### src/rtl/trg_pkg.sv
`timescale 1ns/1ps
package trg_pkg;

    typedef enum logic [2:0] {
        OP_OFF  = 3'd0,
        OP_EQ   = 3'd1,
        OP_NE   = 3'd2,
        OP_GT   = 3'd3,
        OP_LT   = 3'd4,
        OP_RISE = 3'd5,
        OP_FALL = 3'd6,
        OP_ANY  = 3'd7
    } trg_op_e;

    typedef enum logic {
        ST_WARM = 1'b0,
        ST_LIVE = 1'b1
    } hist_state_e;

endpackage

### src/rtl/trg_cfg_regs.sv
`timescale 1ns/1ps
module trg_cfg_regs #(
    parameter int NPROBE = 4,
    parameter int PW     = 8,
    parameter int AW     = 4,
    parameter int DW     = PW + 3
) (
    input  logic                       clk,
    input  logic                       rst_n,
    input  logic                       we_i,
    input  logic [AW-1:0]              addr_i,
    input  logic [DW-1:0]              wdata_i,
    output logic [NPROBE-1:0][2:0]     t_op_o,
    output logic [NPROBE-1:0][PW-1:0]  t_val_o,
    output logic [NPROBE-1:0][2:0]     c_op_o,
    output logic [NPROBE-1:0][PW-1:0]  c_val_o,
    output logic                       t_and_o,
    output logic                       c_and_o
);
    localparam logic [AW-1:0] MODE_ADDR = AW'(2 * NPROBE);

    logic [2:0]    wr_op;
    logic [PW-1:0] wr_val;

    assign wr_op  = wdata_i[DW-1 -: 3];
    assign wr_val = wdata_i[PW-1:0];

    for (genvar p = 0; p < NPROBE; p++) begin : g_slot
        localparam logic [AW-1:0] T_ADDR = AW'(p);
        localparam logic [AW-1:0] C_ADDR = AW'(NPROBE + p);

        always_ff @(posedge clk) begin
            if (!rst_n) begin
                t_op_o[p]  <= 3'd0;
                t_val_o[p] <= '0;
            end else if (we_i && addr_i == T_ADDR) begin
                t_op_o[p]  <= wr_op;
                t_val_o[p] <= wr_val;
            end
        end

        always_ff @(posedge clk) begin
            if (!rst_n) begin
                c_op_o[p]  <= 3'd0;
                c_val_o[p] <= '0;
            end else if (we_i && addr_i == C_ADDR) begin
                c_op_o[p]  <= wr_op;
                c_val_o[p] <= wr_val;
            end
        end
    end

    always_ff @(posedge clk) begin
        if (!rst_n) begin
            t_and_o <= 1'b1;
            c_and_o <= 1'b1;
        end else if (we_i && addr_i == MODE_ADDR) begin
            t_and_o <= wdata_i[0];
            c_and_o <= wdata_i[1];
        end
    end

endmodule

### src/rtl/trg_probe_cmp.sv
`timescale 1ns/1ps
module trg_probe_cmp
    import trg_pkg::*;
#(
    parameter int PW   = 8,
    parameter int SELW = (PW > 1) ? $clog2(PW) : 1
) (
    input  trg_op_e         op_i,
    input  logic [PW-1:0]   val_i,
    input  logic [PW-1:0]   cur_i,
    input  logic [PW-1:0]   prev_i,
    input  logic            hist_ok_i,
    output logic            hit_o,
    output logic            en_o
);
    logic [SELW-1:0] sel;
    logic            cur_bit;
    logic            prev_bit;

    assign sel      = val_i[SELW-1:0];
    assign cur_bit  = cur_i[sel];
    assign prev_bit = prev_i[sel];
    assign en_o     = (op_i != OP_OFF);

    always_comb begin
        unique case (op_i)
            OP_OFF:  hit_o = 1'b0;
            OP_EQ:   hit_o = (cur_i == val_i);
            OP_NE:   hit_o = (cur_i != val_i);
            OP_GT:   hit_o = (cur_i >  val_i);
            OP_LT:   hit_o = (cur_i <  val_i);
            OP_RISE: hit_o = hist_ok_i && !prev_bit &&  cur_bit;
            OP_FALL: hit_o = hist_ok_i &&  prev_bit && !cur_bit;
            OP_ANY:  hit_o = hist_ok_i && (prev_bit != cur_bit);
            default: hit_o = 1'b0;
        endcase
    end

endmodule

### src/rtl/trg_combine.sv
`timescale 1ns/1ps
module trg_combine #(
    parameter int NPROBE = 4
) (
    input  logic [NPROBE-1:0] hit_i,
    input  logic [NPROBE-1:0] en_i,
    input  logic              and_mode_i,
    output logic              match_o
);
    logic any_en;
    logic all_ok;
    logic any_ok;

    assign any_en = |en_i;
    assign all_ok = &(hit_i | ~en_i);
    assign any_ok = |(hit_i & en_i);

    always_comb begin
        if (!any_en) begin
            match_o = 1'b0;
        end else if (and_mode_i) begin
            match_o = all_ok;
        end else begin
            match_o = any_ok;
        end
    end

endmodule

### src/rtl/trg_cond_eval.sv
`timescale 1ns/1ps
module trg_cond_eval
    import trg_pkg::*;
#(
    parameter  int NPROBE = 4,
    parameter  int PW     = 8,
    localparam int AW     = $clog2(2 * NPROBE + 1),
    localparam int DW     = PW + 3
) (
    input  logic                 clk,
    input  logic                 rst_n,
    input  logic [NPROBE*PW-1:0] probe_i,
    input  logic                 cfg_we,
    input  logic [AW-1:0]        cfg_addr,
    input  logic [DW-1:0]        cfg_wdata,
    output logic                 trig_o,
    output logic                 qual_o
);
    logic [NPROBE-1:0][2:0]    t_op;
    logic [NPROBE-1:0][PW-1:0] t_val;
    logic [NPROBE-1:0][2:0]    c_op;
    logic [NPROBE-1:0][PW-1:0] c_val;
    logic                      t_and;
    logic                      c_and;

    logic [NPROBE*PW-1:0]      prev_q;
    logic [NPROBE-1:0]         t_hit, t_en, c_hit, c_en;
    logic                      t_match, c_match;
    logic                      hist_ok;

    hist_state_e st_q, st_d;

    trg_cfg_regs #(
        .NPROBE (NPROBE),
        .PW     (PW),
        .AW     (AW),
        .DW     (DW)
    ) u_cfg (
        .clk     (clk),
        .rst_n   (rst_n),
        .we_i    (cfg_we),
        .addr_i  (cfg_addr),
        .wdata_i (cfg_wdata),
        .t_op_o  (t_op),
        .t_val_o (t_val),
        .c_op_o  (c_op),
        .c_val_o (c_val),
        .t_and_o (t_and),
        .c_and_o (c_and)
    );

    // History state register
    always_ff @(posedge clk) begin
        if (!rst_n) begin
            st_q <= ST_WARM;
        end else begin
            st_q <= st_d;
        end
    end

    always_comb begin
        unique case (st_q)
            ST_WARM: st_d = cfg_we ? ST_WARM : ST_LIVE;
            ST_LIVE: st_d = cfg_we ? ST_WARM : ST_LIVE;
            default: st_d = ST_WARM;
        endcase
    end

    assign hist_ok = (st_q == ST_LIVE);

    for (genvar p = 0; p < NPROBE; p++) begin : g_probe
        trg_probe_cmp #(.PW(PW)) u_tcmp (
            .op_i      (trg_op_e'(t_op[p])),
            .val_i     (t_val[p]),
            .cur_i     (probe_i[p*PW +: PW]),
            .prev_i    (prev_q[p*PW +: PW]),
            .hist_ok_i (hist_ok),
            .hit_o     (t_hit[p]),
            .en_o      (t_en[p])
        );

        trg_probe_cmp #(.PW(PW)) u_ccmp (
            .op_i      (trg_op_e'(c_op[p])),
            .val_i     (c_val[p]),
            .cur_i     (probe_i[p*PW +: PW]),
            .prev_i    (prev_q[p*PW +: PW]),
            .hist_ok_i (hist_ok),
            .hit_o     (c_hit[p]),
            .en_o      (c_en[p])
        );
    end

    trg_combine #(.NPROBE(NPROBE)) u_tcomb (
        .hit_i      (t_hit),
        .en_i       (t_en),
        .and_mode_i (t_and),
        .match_o    (t_match)
    );

    trg_combine #(.NPROBE(NPROBE)) u_ccomb (
        .hit_i      (c_hit),
        .en_i       (c_en),
        .and_mode_i (c_and),
        .match_o    (c_match)
    );

    // Output and history registers
    always_ff @(posedge clk) begin
        if (!rst_n) begin
            trig_o <= 1'b0;
            qual_o <= 1'b0;
            prev_q <= '0;
        end else begin
            trig_o <= t_match;
            qual_o <= c_match;
            prev_q <= probe_i;
        end
    end

endmodule

### config.mk
export PLATFORM = sky130hd
export DESIGN_NAME = trg_cond_eval
export DESIGN_NICKNAME = d
export VERILOG_FILES = /design/src/rtl/trg_pkg.sv /design/src/rtl/trg_cfg_regs.sv /design/src/rtl/trg_probe_cmp.sv /design/src/rtl/trg_combine.sv /design/src/rtl/trg_cond_eval.sv
export SDC_FILE = /design/constraint.sdc
export NUM_CORES = 1
export LEC_CHECK = 0
export CAP_MARGIN = 10
export CORE_MARGIN = 2
export CORE_UTILIZATION = 54
export CTS_CLUSTER_DIAMETER = 60
export CTS_CLUSTER_SIZE = 8
export DETAILED_ROUTE_END_ITERATION = 10
export DONT_BUFFER_PORTS = 1
export PLACE_DENSITY = 0.69
export SLEW_MARGIN = 15
export SYNTH_ARGS = -nofsm -noshare
export SYNTH_HDL_FRONTEND = slang
export SYNTH_SLANG_ARGS = --single-unit
### constraint.sdc
create_clock -name clk -period 4.55 [get_ports clk]
set_clock_uncertainty 0.1 [all_clocks]
set_input_delay 0 -clock clk [delete_from_list [all_inputs] [get_ports clk]]
set_output_delay 0 -clock clk [all_outputs]
set_load 0.1 [all_outputs]
Word-level counts from Yosys, hierarchy flattened
Index checks and enable logic that the tools add are counted.
Widths: inputs -> output; s select.
- bits in read-only memories: 0
- logic and storage cells: 273
- RAM bits: 0
- register bits after elaboration: 125
- latch bits: 0
- memories: 0
- input bits: 50
- output and inout bits: 2
- $add $sub $neg: 0
- reduce and logical (&&, ||, !) cells: 90
- $lt $le $gt $ge: 24
- muxes and demuxes: 43
- bitwise logic cells: 6
- shift operators: 0
- div/mod/pow operators: 0
- multiply operators: 0
- eq/ne operators: 88
- operator list (kind ; count):
    $eq 3x3->1 const B ; 32
    $eq 8x8->1 ; 8
    $gt 8x8->1 ; 8
    $lt 8x8->1 ; 8
    $ne 8x8->1 ; 8
    $pmux 1 s8 ; 8
    $logic_and 1x1->1 ; 49
    $bmux 1 s3 ; 16
    $eq 3x2->1 const B ; 16
    $lt 3x4->1 const B ; 8
    $eq 3x1->1 const B ; 8
    $logic_not 3->1 ; 8
    $reduce_bool 3->1 ; 8
    $mux 1 ; 19
    $eq 4x3->1 const B ; 4
    $logic_not 1->1 ; 16
    $reduce_or 4->1 ; 4
    $and 4x4->4 ; 2
    $eq 4x2->1 const B ; 2
    $ne 1x1->1 ; 8
    $not 4->4 ; 2
    $or 4x4->4 ; 2
    $reduce_and 4->1 ; 2
    $eq 4x1->1 const B ; 1
    3 further kinds ; 4

Depth between registers and ports, before layout
Gate-level depths: netlist of run 1.
- word-level depth: 9
- mapped depth: 11
- depth with buffers taken out: 10

Hierarchy
Synthesis of run 1 repeated with hierarchy kept, for this count alone.
- cells, all modules: 770
- area, all modules: 7691.1 µm²
- modules (own cells, without submodules) (module ; seq. area each (µm²) ; cells each ; times used ; area each (µm²)):
    trg_cfg_regs ; 1801.7 ; 315 ; 1 ; 3338.2
    trg_probe_cmp at g_probe[0].u_ccmp ... ; 0.0 ; 46 ; 6 ; 412.9
    trg_cond_eval ; 700.7 ; 73 ; 1 ; 934.6
    trg_probe_cmp at g_probe[3].u_ccmp ... ; 0.0 ; 45 ; 2 ; 410.4
    trg_combine ; 0.0 ; 8 ; 2 ; 60.1

Least setup slack after synthesis of run 1
OpenSTA, ideal clock, no wires.
- kind: register to register
- start point: register u_cfg.c_val_o[18] (netlist name)
- end point: register qual_o
- data required time: 4.364 ns
- stages on the path, launching flop included: 12
- clock period less this slack: 2.575 ns
- setup slack: 1.975 ns
- arrival: 2.390 ns
- buffers on the path: 1
- library setup time: 0.086 ns
- cells stage by stage: dfxtp_1 buf_2 inv_1 ha_1 nand4_1 or4b_1 nor2b_1 a221o_1 o211ai_2 o22ai_1 o31a_1 a211oi_1
- longest elaborated chain between the ends: 9
- elaborated cells between the ends (all ways): 22
- classes of those cells: 2 x order compare; 3 x eq/ne; 6 x mux; 2 x bitwise; 9 x reduce/logical
- ends and longest elaborated chain (item ; line ; text):
    start, declared ; trg_cfg_regs.sv:16 ; output logic [NPROBE-1:0][PW-1:0] c_val_o,
    start signal, assigned by index ; trg_cfg_regs.sv:48 ; c_val_o[p] <= wr_val;
    $bmux 1 s3 ; trg_probe_cmp.sv:22 ; assign prev_bit = prev_i[sel];
    $mux 1 (not written as such) ; trg_probe_cmp.sv:22 ;
    $logic_not 1->1 ; trg_probe_cmp.sv:32 ; OP_RISE: hit_o = hist_ok_i && !prev_bit && cur_bit;
    $logic_and 1x1->1 (2 in a row) ; trg_probe_cmp.sv:32 ;
    $pmux 1 s8 (*) ; trg_probe_cmp.sv:26 ; unique case (op_i)
    $and 4x4->4 / $or 4x4->4 (equally long branches) ; trg_combine.sv:16, trg_combine.sv:15 ;
    $reduce_or 4->1 / $reduce_and 4->1 (equally long branches) ; trg_combine.sv:16, trg_combine.sv:15 ;
    $mux 1 (*) ; trg_combine.sv:21 ; end else if (and_mode_i) begin
    end signal, assigned ; trg_cond_eval.sv:115 ; qual_o <= c_match;
    end, declared ; trg_cond_eval.sv:17 ; output logic qual_o
Every way passes the cells marked *; elsewhere a longest branch is shown, timed or not. The select of a mux whose other input is x is not followed.
A chain may end at the register's enable or synchronous reset.

Worst setup path after layout of run 1
- start point: register u_cfg.c_val_o[1] (netlist name)
- end point: register qual_o
The elaborated chain is that of the path after synthesis.

==> results of run 1 <==
[per-stage QoR]
step           hold slack [ns]  instance area, um2  total power (W)
6_report               0.03214                9254         0.002906
5_1_grt                0.04952                9254         0.003002
4_1_cts                0.01941                9235         0.002908
3_5_place_dp          -0.02577                7732         0.001374
3_3_place_gp          -0.02631                7732         0.001360
2_1_floorplan         -0.02839                7699         0.001355
[where the power goes]
group | leakage, nW | total, W | switching (W) | internal (W)
sequential | 1.02 | 0.00116 | 0.0000343 | 0.00112
clock | 0.309 | 0.00145 | 0.000495 | 0.000956
combinational | 2.12 | 0.000298 | 0.000140 | 0.000158
total | 3.45 | 0.00291 | 0.000669 | 0.00224
[routing by layer]
metal | wire, um | share of wire (%) | vias to the layer above
met5 | 0 | 0 | -
met4 | 1013 | 4.8 | 0
met1 | 8657 | 41 | 3054
li1 | - | - | 3028
met3 | 1442 | 6.8 | 79
met2 | 10110 | 48 | 239
[cell families after synthesis]
| family | share of synthesized area [%] |
|---|---|
| fa+ha+maj | 10.40 |
| compound gates | 10.34 |
| mux | 20.49 |
| simple gates | 20.48 |
| flops | 32.50 |
| buf+inv | 5.786 |
[final cells by class]
| type | instances | area share, % |
|---|---|---|
| clock buffers | 21 | 5.084 |
| clock inverters | 11 | 1.771 |
| inverters | 63 | 2.555 |
| multi-input cells | 582 | 51.54 |
| flip-flops and latches | 125 | 27.04 |
| well taps | 180 | 2.434 |
| repair buffers | 87 | 9.573 |
[cell usage after synthesis, types with 4 or more instances]
cell type | number | share of area, %
nor3b_1 | 4 | 0.39
a211oi_1 | 5 | 0.49
buf_2 | 5 | 0.32
a21oi_1 | 29 | 1.9
and2_1 | 33 | 2.7
nand2_1 | 64 | 3.1
dfxtp_1 | 125 | 33
o211ai_1 | 8 | 0.78
ha_1 | 64 | 10
nor3_1 | 18 | 1.2
a21o_1 | 4 | 0.39
mux4_2 | 30 | 8.8
nor2b_1 | 81 | 6.6
clkbuf_1 | 38 | 1.9
mux2i_1 | 80 | 10
a21boi_0 | 22 | 2.1
o21ai_0 | 12 | 0.78
and3_1 | 5 | 0.41
mux2_2 | 9 | 1.3
inv_1 | 63 | 3.1
nand4_1 | 21 | 1.7
nand3_1 | 13 | 0.85
nor2_1 | 26 | 1.3
[what timing repair did]
| item | CTS | global route |
|---|---|---|
| hold buffers | 85 | 1 |
| endpoints found under the hold margin | 125 | 7 |
| resized for setup | 0 | 0 |
[registers in the layout (all words and copies together), names as in the netlist]
| signal | cells |
|---|---|
| hist_ok | 1 |
| prev_q | 32 |
| qual_o | 1 |
| trig_o | 1 |
| u_cfg.c_and_o | 1 |
| u_cfg.c_op_o | 12 |
| u_cfg.c_val_o | 32 |
| u_cfg.t_and_o | 1 |
| u_cfg.t_op_o | 12 |
| u_cfg.t_val_o | 32 |
[worst max-delay path by stage]
stage,to,slack (ns),depth (start not counted),start
global placement,qual_o,1.81,10,u_cfg.c_val_o[1]
finish,qual_o,1.65,10,u_cfg.c_val_o[1]
CTS,qual_o,1.69,10,u_cfg.c_val_o[1]
detailed placement,qual_o,1.73,10,u_cfg.c_val_o[1]
floorplan,qual_o,1.97,11,u_cfg.c_val_o[18]
global route,qual_o,1.49,10,u_cfg.c_val_o[1]
[critical path, delay by kind of cell (launching register included)]
family          cells  cell delay [ns]
compound gates      3             0.79
flops               1             0.53
simple gates        5             0.97
fa+ha+maj           1             0.32
buf+inv             1             0.11
==> qor.csv, run 1 <==
metric,value,unit
reg2reg_to,qual_o,
firstDrtPassIters,5,
grt_util_all_layers,30.05,%
gp_routability_congestion,0.8622,
synth-seq-area-share,32.50,%
dp_hpwl,13380,um
crit_fanout,6,
root_buffer,clkbuf_16,
final_hold_viol_count,0,
layout.nets,990,
post_cts.repair.setup_buffers,0,
tritoncts,yes,
hp-class,in -> reg,
use_met1,35.12,%
crit_required,4.78,ns
cp-end-kind,flop,
tightest_slew,1.160,ns
grt_pass1_wl,34620,um
die_area,15230,um2
min_to,u_cfg.c_op_o[6],
synth_nets,933,
clock_latency,0.43,ns
drt-vias-per-instance,5.987,
final_common_cell,dfxtp_1,
critPathKind,reg -> reg,
grt_pass1_vias,6604,
grt.busiest_layer,met2,
clock-sinks,125,
drive_above_1_share,9.336,%
wl_per_cell,19.85,um
grt_overflow,0,
antenna_found_initial,0,
synthesis.area,7699,um2
io_pins,52,
slew_viol_final,0,
drc,0,
fin_cells,1069,
finalSetupViolations,0,
synth_edf_count,0,
wl,21220,um
clk_path_buf_depth,2,
leakagePower,3.451,nW
dpl_worst_slack,1.733,ns
fin_crit_sh,63.63,%
grt_max_degree,126,
r2r_slack,1.65,ns
first_iter_violations,538,
power_density,314.0,nW/um2
holdPathStages,3,
fillers,1052,
min_from,cfg_addr[1],
vdd_ir_drop_max,0.0002884,V
critical_path.startpoint_type,flop,
fin_ws,1.655,ns
fin_crit,2.895,ns
drtAntennaViolNets,0,
synthCells,819,
via_count,6400,
cpPeakStageDelay,0.53,ns
die_h,123.4,um
reg2reg_from,u_cfg.c_val_o[1],
yosys_warnings,0,
grt_util_met3,8.533,%
placed_cells,951,
htreeDepth,4,
floorplan.rows,43,
maxCapViolCount,0,
globalRouteMet2Util,49.93,%
final_core_util,66.67,%
core-area,13880,um2
clk_pin_slew,0.06,ns
n_antenna_cell,0,
area_growth,20.20,%
crit_slowest_cell,dfxtp_1,
start_util,55.46,%
arrival,3.13,ns
synth_seq_cells,125,
slew_headroom,22.35,%
ys_types,60,
final_cell_mix,"125 x dfxtp_1, 85 x dlygate4sd3_1, 81 x nor2b_1",
port_buffers,0,
path_cells,inv_1 > ha_1 > nand4_1 > or4b_1 > nor2b_1 > a221o_1 > nand4b_1 > nor2_1 > o31a_1 > a211oi_1,
max_freq,0.3454,GHz
dieWidth,123.4,um
cts_inserted_buffers,17,
avgSynthCellArea,9.400,um2
multi_input_comb_area,4770,um2
ff2ff_path_depth,10,
finalSetupTns,0,ns
status,"finished, final reports clean",
async_flop_share,0,%
synth_ff_type,dfxtp_1,
ff_latch_area,2502,um2
rsz0062_at_grt,false,
Power figures use the tool's default switching activity.
==> run 2, diff against run 1 <==
- clock period: 4.55 -> 2.9 ns (I/O delays scaled with it)
==> run 2 against run 1 <==
Sequential power rose by 56%; first-iteration DRC count fell by 15%; worst hold slack better by 0.016 ns; clock power increased by 63%; highest routed layer unchanged; critical endpoint unchanged.
==> qor.csv, run 2 (synthesized netlist as in run 1, its figures left out) <==
metric,value,unit
clk_pin_slew,0.06,ns
firstDrtPassIters,5,
multi_input_comb_area,4765,um2
n_antenna_cell,0,
p_int,0.003589,W
critPathKind,reg -> reg,
placed_cells,963,
hp-class,in -> reg,
power_density,498.7,nW/um2
grt_util_all_layers,29.98,%
drc,0,
dp_hpwl,13510,um
htreeDepth,4,
antenna_found_initial,0,
slew_headroom,32.28,%
wl,21260,um
r2r_slack,0.16,ns
slew_viol_final,0,
cpPeakStageDelay,0.54,ns
fillers,1053,
switchingPower,0.001045,W
fin_crit_sh,94.35,%
fin_cells,1074,
leakagePower,3.495,nW
grt_pass1_wl,34690,um
first_iter_violations,459,
crit_required,3.14,ns
ff_latch_area,2502,um2
arrival,2.97,ns
dieWidth,123.4,um
wl_per_cell,19.80,um
p_seq_share,39.1,%
tightest_slew,1.014,ns
power.share.clock,50.9,%
vdd_ir_drop_max,0.0003811,V
post_cts.repair.setup_buffers,0,
crit_fanout,3,
start_util,55.46,%
maxCapViolCount,0,
whs,0.04794,ns
grt_max_degree,126,
port_buffers,0,
clk_path_buf_depth,2,
path_cells,inv_1 > ha_1 > nand4_1 > or4b_1 > nor2b_1 > a221o_1 > nand4b_1 > nor2_1 > o31a_1 > a211oi_1,
cts_inserted_buffers,17,
root_buffer,clkbuf_16,
drtAntennaViolNets,0,
rsz0062_at_grt,false,
status,"finished, final reports clean",
io_pins,52,
largest_registers,"prev_q: 32 flops, u_cfg.c_val_o: 32 flops, u_cfg.t_val_o: 32 flops",
fin_crit,2.736,ns
drt-vias-per-instance,6.019,
die_h,123.4,um
floorplan.rows,43,
cp-end-kind,flop,
grt_overflow,0,
clock-sinks,125,
area_growth,20.69,%
grt_pass1_vias,6808,
gp_routability_congestion,0.8535,
final_common_cell,dfxtp_1,
clock_latency,0.42,ns
final_cell_mix,"125 x dfxtp_1, 81 x nor2b_1, 80 x mux2i_1",
max_freq,0.3655,GHz
crit_slowest_cell,or4b_1,
p_comb_share,10.0,%
tritoncts,yes,
layout.nets,995,
via_count,6464,
finalSetupTns,0,ns
swShare,22.54,%
core-area,13880,um2
critical_path.startpoint_type,flop,
drive_above_1_share,10.74,%
finalSetupViolations,0,
final_hold_viol_count,0,
die_area,15230,um2
run 2: area by class of cell:
cell class,count,area share (%)
clock buffers,20,5.023
clock inverters,12,2.047
inverters,63,2.545
multi-input cells,582,51.28
flip-flops and latches,125,26.93
well taps,180,2.424
repair buffers,92,9.750
run 2: metal layers:
layer / up-vias / wire length, um / GRT usage (%) / share of wire, %
met5: - / 0 / 0 / 0
met4: 0 / 1115 / 18.04 / 5.2
met3: 72 / 1244 / 6.965 / 5.9
met2: 241 / 10200 / 49.83 / 48
met1: 3108 / 8705 / 35.07 / 41
li1: 3043 / - / - / -
run 2: metrics by stage:
step	utilization, %	worst slack, ns	power (W)	instance area (um2)
2_1_floorplan	-	0.3248	0.002126	7699
3_3_place_gp	56.35	0.2828	0.002136	7823
3_5_place_dp	56.35	0.1958	0.002158	7823
4_1_cts	66.91	0.1646	0.004641	9288
5_1_grt	66.94	0.005144	0.004785	9291
6_report	66.94	0.1637	0.004634	9291
run 2: timing repair:
item                                    in CTS  in global routing
hold buffers                                79                  0
hold endpoints to repair                   125                  0
endpoints found under the setup margin       0                  1
resized for setup                            0                  1
run 2: final timing paths:
path | to | startpoint | depth (start not counted)
setup / recovery | qual_o | u_cfg.c_val_o[7] | 10
hold / removal | u_cfg.t_val_o[27] | cfg_addr[2] | 4
setup reg to reg | qual_o | u_cfg.c_val_o[7] | 10
hold reg to reg | u_cfg.c_val_o[4] | u_cfg.c_val_o[4] | 2
run 2: critical path: cells and delay by family, from the launching register on:
family,cells,cell delay (ns)
DFF,1,0.32
and+or+nand+nor,5,1.08
AOI/OAI and AO/OA,3,0.80
buffers and inverters,1,0.05
adders and majority gates,1,0.31
run 2: power groups by stage:
stage | sequential, W | clock (W) | combinational, W
finish | 0.00181 | 0.00236 | 0.000465
floorplan | 0.00183 | 0 | 0.000296
detailed placement | 0.00185 | 0 | 0.000312
global route | 0.00182 | 0.00246 | 0.000512
global placement | 0.00184 | 0 | 0.000293
CTS | 0.00181 | 0.00238 | 0.000454
